`src/rtl/chain_store_pkg.sv`:
```
package chain_store_pkg;
  typedef enum logic [1:0] {
    OP_APPEND  = 2'd0,
    OP_DROP    = 2'd1,
    OP_RELEASE = 2'd2,
    OP_FETCH   = 2'd3
  } chain_op_e;

  typedef enum logic [1:0] {
    ST_IDLE = 2'd0,
    ST_FREE = 2'd1,
    ST_WALK = 2'd2
  } chain_st_e;
endpackage

```
`src/rtl/chain_slot_ram.sv`:
```
module chain_slot_ram #(
  parameter int SLOTS  = 16,
  parameter int DATA_W = 16,
  localparam int PW    = $clog2(SLOTS + 1)
) (
  input  logic              clk,
  input  logic              rst_n,
  input  logic [PW-1:0]     addr,
  output logic [PW-1:0]     rd_link,
  output logic [DATA_W-1:0] rd_data,
  input  logic              wr_link_en,
  input  logic [PW-1:0]     wr_link,
  input  logic              wr_data_en,
  input  logic [DATA_W-1:0] wr_data
);
  localparam logic [PW-1:0] NULLP = PW'(SLOTS);

  logic [PW-1:0]     link_q [SLOTS];
  logic [DATA_W-1:0] data_q [SLOTS];

  // one storage cell per slot; reset chains slot i to slot i+1
  for (genvar i = 0; i < SLOTS; i++) begin : g_slot
    logic hit;
    assign hit = (addr == PW'(i));
    always_ff @(posedge clk) begin
      if (!rst_n) begin
        link_q[i] <= PW'(i + 1);
        data_q[i] <= '0;
      end else begin
        if (wr_link_en && hit) link_q[i] <= wr_link;
        if (wr_data_en && hit) data_q[i] <= wr_data;
      end
    end
  end

  always_comb begin
    rd_link = NULLP;
    rd_data = '0;
    for (int i = 0; i < SLOTS; i++) begin
      if (addr == PW'(i)) begin
        rd_link = link_q[i];
        rd_data = data_q[i];
      end
    end
  end

  AST_WR_IN_RANGE: assert property (@(posedge clk) disable iff (!rst_n)
    (wr_link_en || wr_data_en) |-> (addr < NULLP));
endmodule

```
`src/rtl/chain_ctrl.sv`:
```
module chain_ctrl
  import chain_store_pkg::*;
#(
  parameter int SLOTS  = 16,
  parameter int DATA_W = 16,
  localparam int PW    = $clog2(SLOTS + 1)
) (
  input  logic              clk,
  input  logic              rst_n,
  input  logic              req_valid,
  output logic              req_ready,
  input  logic [1:0]        req_op,
  input  logic [PW-1:0]     req_tail,
  input  logic [PW-1:0]     req_last,
  input  logic [PW-1:0]     req_pos,
  input  logic [DATA_W-1:0] req_data,
  output logic              done,
  output logic              done_err,
  output logic [PW-1:0]     done_slot,
  output logic [DATA_W-1:0] done_data,
  output logic [PW-1:0]     done_count,
  output logic              store_full,
  output logic [PW-1:0]     ram_addr,
  input  logic [PW-1:0]     ram_link,
  input  logic [DATA_W-1:0] ram_data,
  output logic              ram_wl_en,
  output logic [PW-1:0]     ram_wl,
  output logic              ram_wd_en,
  output logic [DATA_W-1:0] ram_wd
);
  localparam logic [PW-1:0] NULLP = PW'(SLOTS);

  chain_op_e         op;
  chain_st_e         state_q, state_d;
  logic [PW-1:0]     free_q, free_d, cur_q, cur_d, steps_q, steps_d, cnt_q, cnt_d;
  logic              done_d, err_d;
  logic [PW-1:0]     slot_d, count_d;
  logic [DATA_W-1:0] data_d;
  logic              accept;

  assign op         = chain_op_e'(req_op);
  assign req_ready  = (state_q == ST_IDLE);
  assign accept     = req_valid && req_ready;
  assign store_full = (free_q == NULLP);
  assign ram_wd     = req_data;

  always_comb begin
    state_d   = state_q;
    free_d    = free_q;
    cur_d     = cur_q;
    steps_d   = steps_q;
    cnt_d     = cnt_q;
    done_d    = 1'b0;
    err_d     = 1'b0;
    slot_d    = NULLP;
    data_d    = done_data;
    count_d   = done_count;
    ram_addr  = cur_q;
    ram_wl_en = 1'b0;
    ram_wl    = free_q;
    ram_wd_en = 1'b0;
    unique case (state_q)
      ST_IDLE: begin
        if (accept) begin
          unique case (op)
            OP_APPEND: begin
              done_d = 1'b1;
              if (free_q == NULLP) begin
                err_d = 1'b1;
              end else begin
                ram_addr  = free_q;
                ram_wl_en = 1'b1;
                ram_wl    = req_tail;
                ram_wd_en = 1'b1;
                free_d    = ram_link;
                slot_d    = free_q;
              end
            end
            OP_DROP: begin
              done_d = 1'b1;
              if (req_tail == NULLP) begin
                err_d = 1'b1;
              end else begin
                ram_addr  = req_tail;
                ram_wl_en = 1'b1;
                ram_wl    = free_q;
                free_d    = req_tail;
                slot_d    = ram_link;
              end
            end
            OP_RELEASE: begin
              if (req_tail == NULLP) begin
                done_d  = 1'b1;
                count_d = '0;
              end else begin
                state_d = ST_FREE;
                cur_d   = req_tail;
                cnt_d   = '0;
              end
            end
            default: begin
              if (req_tail == NULLP || req_pos > req_last) begin
                done_d = 1'b1;
                err_d  = 1'b1;
              end else begin
                state_d = ST_WALK;
                cur_d   = req_tail;
                steps_d = req_last - req_pos;
              end
            end
          endcase
        end
      end
      ST_FREE: begin
        ram_addr  = cur_q;
        ram_wl_en = 1'b1;
        ram_wl    = free_q;
        free_d    = cur_q;
        cnt_d     = cnt_q + 1'b1;
        if (ram_link == NULLP) begin
          done_d  = 1'b1;
          count_d = cnt_q + 1'b1;
          state_d = ST_IDLE;
        end else begin
          cur_d = ram_link;
        end
      end
      default: begin
        ram_addr = cur_q;
        if (cur_q == NULLP) begin
          done_d  = 1'b1;
          err_d   = 1'b1;
          state_d = ST_IDLE;
        end else if (steps_q == '0) begin
          done_d  = 1'b1;
          slot_d  = cur_q;
          data_d  = ram_data;
          state_d = ST_IDLE;
        end else begin
          cur_d   = ram_link;
          steps_d = steps_q - 1'b1;
        end
      end
    endcase
  end

  always_ff @(posedge clk) begin
    if (!rst_n) begin
      state_q    <= ST_IDLE;
      free_q     <= '0;
      cur_q      <= NULLP;
      steps_q    <= '0;
      cnt_q      <= '0;
      done       <= 1'b0;
      done_err   <= 1'b0;
      done_slot  <= NULLP;
      done_data  <= '0;
      done_count <= '0;
    end else begin
      state_q    <= state_d;
      free_q     <= free_d;
      cur_q      <= cur_d;
      steps_q    <= steps_d;
      cnt_q      <= cnt_d;
      done       <= done_d;
      done_err   <= err_d;
      done_slot  <= slot_d;
      done_data  <= data_d;
      done_count <= count_d;
    end
  end

  AST_SHORT_OP_DONE: assert property (@(posedge clk) disable iff (!rst_n)
    (accept && (op == OP_APPEND || op == OP_DROP)) |=> done);
  AST_FULL_APPEND_ERR: assert property (@(posedge clk) disable iff (!rst_n)
    (accept && op == OP_APPEND && store_full) |=> (done_err && free_q == $past(free_q)));
  AST_DROP_FREES_TAIL: assert property (@(posedge clk) disable iff (!rst_n)
    (accept && op == OP_DROP && req_tail != NULLP) |=> (free_q == $past(req_tail)));
  AST_FETCH_KEEPS_FREE: assert property (@(posedge clk) disable iff (!rst_n)
    (state_q == ST_WALK) |=> (free_q == $past(free_q)));
  AST_FETCH_BAD_ERR: assert property (@(posedge clk) disable iff (!rst_n)
    (accept && op == OP_FETCH && (req_tail == NULLP || req_pos > req_last)) |=> (done && done_err));
  AST_BUSY_NOT_READY: assert property (@(posedge clk) disable iff (!rst_n)
    (accept && (op == OP_RELEASE || op == OP_FETCH) && req_tail != NULLP && req_pos <= req_last)
      |=> !req_ready);
endmodule

```
`src/rtl/chain_store.sv`:
```
module chain_store #(
  parameter int SLOTS  = 16,
  parameter int DATA_W = 16,
  localparam int PW    = $clog2(SLOTS + 1)
) (
  input  logic              clk,
  input  logic              rst_n,
  input  logic              req_valid,
  output logic              req_ready,
  input  logic [1:0]        req_op,
  input  logic [PW-1:0]     req_tail,
  input  logic [PW-1:0]     req_last,
  input  logic [PW-1:0]     req_pos,
  input  logic [DATA_W-1:0] req_data,
  output logic              done,
  output logic              done_err,
  output logic [PW-1:0]     done_slot,
  output logic [DATA_W-1:0] done_data,
  output logic [PW-1:0]     done_count,
  output logic              store_full
);
  logic [PW-1:0]     ram_addr, ram_link, ram_wl;
  logic [DATA_W-1:0] ram_data, ram_wd;
  logic              ram_wl_en, ram_wd_en;

  chain_ctrl #(.SLOTS(SLOTS), .DATA_W(DATA_W)) ctrl_i (
    .clk, .rst_n, .req_valid, .req_ready, .req_op, .req_tail, .req_last,
    .req_pos, .req_data, .done, .done_err, .done_slot, .done_data,
    .done_count, .store_full,
    .ram_addr, .ram_link, .ram_data, .ram_wl_en, .ram_wl, .ram_wd_en, .ram_wd
  );

  chain_slot_ram #(.SLOTS(SLOTS), .DATA_W(DATA_W)) ram_i (
    .clk, .rst_n, .addr(ram_addr), .rd_link(ram_link), .rd_data(ram_data),
    .wr_link_en(ram_wl_en), .wr_link(ram_wl), .wr_data_en(ram_wd_en),
    .wr_data(ram_wd)
  );
endmodule

```
`config.mk`:
```
export PLATFORM = sky130hd
export DESIGN_NAME = chain_store
export DESIGN_NICKNAME = d
export VERILOG_FILES = /design/src/rtl/chain_store_pkg.sv /design/src/rtl/chain_slot_ram.sv /design/src/rtl/chain_ctrl.sv /design/src/rtl/chain_store.sv
export SDC_FILE = /design/constraint.sdc
export NUM_CORES = 1
export LEC_CHECK = 0
export ABC_AREA = 1
export CAP_MARGIN = 15
export CORE_MARGIN = 2
export CORE_UTILIZATION = 45
export CTS_CLUSTER_DIAMETER = 50
export DETAILED_ROUTE_END_ITERATION = 7
export GPL_TIMING_DRIVEN = 0
export MAX_ROUTING_LAYER = met4
export PLACE_DENSITY_LB_ADDON = 0.25
export SLEW_MARGIN = 0
export SYNTH_ARGS = -nofsm -noshare
export SYNTH_HDL_FRONTEND = slang
export SYNTH_SLANG_ARGS = --single-unit
```
`constraint.sdc`:
```
create_clock -name clk -period 3.5 [get_ports clk]
set_input_delay 0.7 -clock clk [delete_from_list [all_inputs] [get_ports clk]]
set_output_delay 0.7 -clock clk [all_outputs]
set_load 0.03 [all_outputs]
```
==> impl_results.md <==
* Post-route DRC at 0
* Setup TNS at 0 ps
* Area leader, netlist: edfxtp_1
* Number of I/O pins at 66
* GP Congestion at slightly above 0.9
* Final setup viols at 0
* Cell Area, Placed at roughly 19000 um2
* Clock tree buffer depth at 3
* CTS sink cnt at approximately 390
* Pin count of the biggest net entering global routing at 17
* Final min period at approximately 3400 ps
* R2R depth at 23
* Hold Buf Count CTS at 0
* Synth Instances at between 1.5k and 2k
* Drt first pass iters at 5
* Detail Placement HPWL at about 35000 um
* Max cap viols at 0
* Final core utilization at between 50% and 60%
* Root Buffer: clkbuf_16
* Leakage power at between 7 and 8 nW
* Gr usage total at around 24%
* Clk Latency, worst-skew pair at a little under 600 ps
* WP data required at about 4000 ps
* Worst hold margin at between 400 and 500 ps
* Die area at around 40000 um2
* Met3 Wirelength at 2760 um
* DRT iter0 DRCs at about 1.3k
* Post-synth top cells: nor2_1, nand2_1, edfxtp_1
* Netlist cell types at 51
* First-pass GRT wire length at roughly 74000 um
* Synth top area share at between 50% and 60%
* Share of post-route cells with drive strength above 1 at 11.7%
* Worst vdd ir at approximately 0.0005 V
* Outcome: complete, no violations
* Data arrival, critical path at just under 4000 ps
* FF+latch count, synth at a little under 400
* Vias in the first global route at 13.7k
* Hold Path Depth at 2
* Post-route cell area at between 20000 and 25000 um2
* RSZ-0062 raised after global routing: yes
* R2R setup slack at ~100 ps
* Rel. slew slack at approximately 28%
* Cell Area, Synth at approximately 18000 um2
* Number of synthesized flops with an enable pin at around 340
* Num rows at 72
* Worst-margin pin slew at between 1000 and 1500 ps
* Die width at ~200 um
* Core Area at approximately 39000 um2
* F_max at just under 0.3 GHz
* Critical path type: flip-flop to flip-flop
* Final cycle utilization of the critical path at 97.1%
* Register area share after synthesis at around 63%
* Congestion Overflow GR at 0
* PortBufs at between 60 and 70
* Clock Skews at around 38 ps
* Syn_nets at between 1.5k and 2k
* Final Hold Fails at 0
* Ranking of synthesized cells by area: edfxtp_1, nor2_1, nand2_1
* Max Used Layer: met4
* Top-count cell post-synth: nor2_1
* Number of antenna diodes at 0
* WL/cell at 18.9 um
* Met2 WL at ~24000 um
* Mean Syn Cell Area at 9.69 um2
* DRT antenna net count at 0
* Most used DFF post-synth: edfxtp_1
* Hold Path End: ctrl_i.done_data[1]
* Startpoint Class: flip-flop
* Async SR Flop Fraction at 0%
* Hold crit path type: flip-flop to flip-flop
* H-Tree Level Count at 2
* TritonCTS buffer count at 44
* Synth warnings at 0
* Starting Density at between 40% and 50%
* Via count at ~14k
* Number of vias per cell at roughly 5.4
* PwrDens at approximately 530 nW/um2
* Wl on met1 at between 15000 and 20000 um
* Final wirelength at 47600 um
* Final #Nets at about 2.0k
* TritonCTS clock tree: yes
* Reg2Reg Launch Point: ctrl_i.cur_q[2]
* Critical Path Fanout Max at 10
* Die Y at approximately 200 um
* Critical Path Sink Type: flip-flop
* Clk slew on worst S/H paths at 60 ps
* Slew Limit Fails at 0
* Area Overhead vs Synth at 19.3%
* RR Endpoint: ctrl_i.cur_q[3]
* Antenna violations before repair at 0
* Min-delay src: ctrl_i.done_data[1]
==> registers in the layout, indices dropped and copies added (netlist names) <==
register and count:
ctrl_i.cnt_q 5, ctrl_i.cur_q 5, ctrl_i.done 1, ctrl_i.done_count 5, ctrl_i.done_data 16, ctrl_i.done_err 1, ctrl_i.done_slot 5, ctrl_i.free_q 5
ctrl_i.state_q 2, ctrl_i.steps_q 5, ram_i.data_q 256, ram_i.link_q 80
==> area by class of cell <==
type,count,area (um2)
repair buffers,96,911
flip-flops and latches,386,11100
inverters,128,492
multi-input cells,1202,5790
well taps,518,648
clock inverters,30,410
clock buffers,51,1180
fillers,3452,17700
plain buffers,100,469
==> per-layer routing <==
| metal | global-route usage [%] | vias up |
|---|---|---|
| met4 | 7.46 | 0 |
| met5 | - | - |
| met1 | 30.1 | 6557 |
| met3 | 3.32 | 103 |
| met2 | 41.4 | 441 |
| li1 | - | 6479 |
==> cells by family after synthesis <==
kind of cell    synth area share [%]
buf+inv                         5.15
simple gates                    22.7
fa+ha+maj                      0.611
mux                            0.626
compound gates                  7.66
flops                           63.0
xor+xnor                       0.249
==> worst max-delay path by stage <==
stage                      start                    to  slack (ps)  cells after the start
6_report         ctrl_i.cur_q[2]       ctrl_i.cur_q[3]         100                     23
5_1_grt        ctrl_i.state_q[0]       ctrl_i.cur_q[2]        -130                     25
4_1_cts              req_tail[4]   ram_i.link_q[0][24]          10                     12
3_5_place_dp           req_op[1]  ctrl_i.done_data[14]       -1430                     23
3_3_place_gp           req_op[1]  ram_i.data_q[1][112]       -1660                     17
2_1_floorplan          req_op[0]    ram_i.data_q[1][0]          50                     14
==> worst max-delay path: stages, from the launching register on <==
cell and delay (ps):
dfxtp_1 430, inv_1 120, nor2_1 190, nand3_2 110, nand2_1 70, nand2_1 60, nand2_2 110, inv_1 90
nand2_4 110, nor2_2 70, buf_6 150, nand2_1 70, nand3_2 80, nor2_4 120, nand3_2 100, nor3_2 200
nand4_1 170, nor2_1 160, nand4_1 170, o21ai_4 130, nand4_4 180, buf_4 220, a21oi_1 120, nor2_1 60
==> stage by stage <==
stage | power (W) | instances | worst slack (ps)
detailed placement | 0.00627 | 2411 | -1430
finish | 0.0112 | 2511 | 100
global route | 0.0116 | 2511 | -131
floorplan | 0.00587 | 1816 | 50.5
global placement | 0.00624 | 2398 | -1660
CTS | 0.0112 | 2500 | 10.3
==> power by group <==
group	switching [W]	internal [W]	leakage, nW
Clock	0.00201	0.00298	0.766
Combinational	0.000741	0.000310	3.32
Sequential	0.0000574	0.00514	3.76
==> layout by cell type, fill, tap and decap left out, types with 6 or more instances in the layout <==
cell type / Yosys / routed
nor2_1: 375 / 366
nand2_1: 355 / 351
edfxtp_1: 336 / 336
inv_1: 116 / 114
a21oi_1: 113 / 112
nand3_1: 85 / 79
o21ai_0: 87 / 64
clkbuf_1: 72 / 62
clkdlybuf4s50_1: 0 / 57
dfxtp_1: 50 / 48
clkbuf_16: 0 / 45
nand4_1: 42 / 42
buf_4: 1 / 28
nor3_1: 21 / 20
clkbuf_2: 0 / 16
o21ai_1: 0 / 16
buf_2: 18 / 15
nor2_2: 6 / 11
mux2i_1: 11 / 11
nand2_4: 5 / 10
inv_2: 11 / 10
o211ai_1: 10 / 10
or2_0: 10 / 10
nor2_4: 5 / 9
o22ai_1: 9 / 9
nand2_2: 9 / 8
or2_2: 8 / 8
nand3_2: 1 / 7
a41o_1: 7 / 7
ha_1: 7 / 7
bufinv_16: 0 / 7
o21ai_2: 1 / 6
buf_6: 3 / 6
==> timing repair <==
action / 4_1_cts / 5_1_grt
pin swaps: 9 / 22
gates cloned: 1 / 0
endpoints found under the setup margin: 350 / 179
resized for setup: 48 / 53
buffers inserted: 7 / 11
Power figures use the tool's default switching activity.
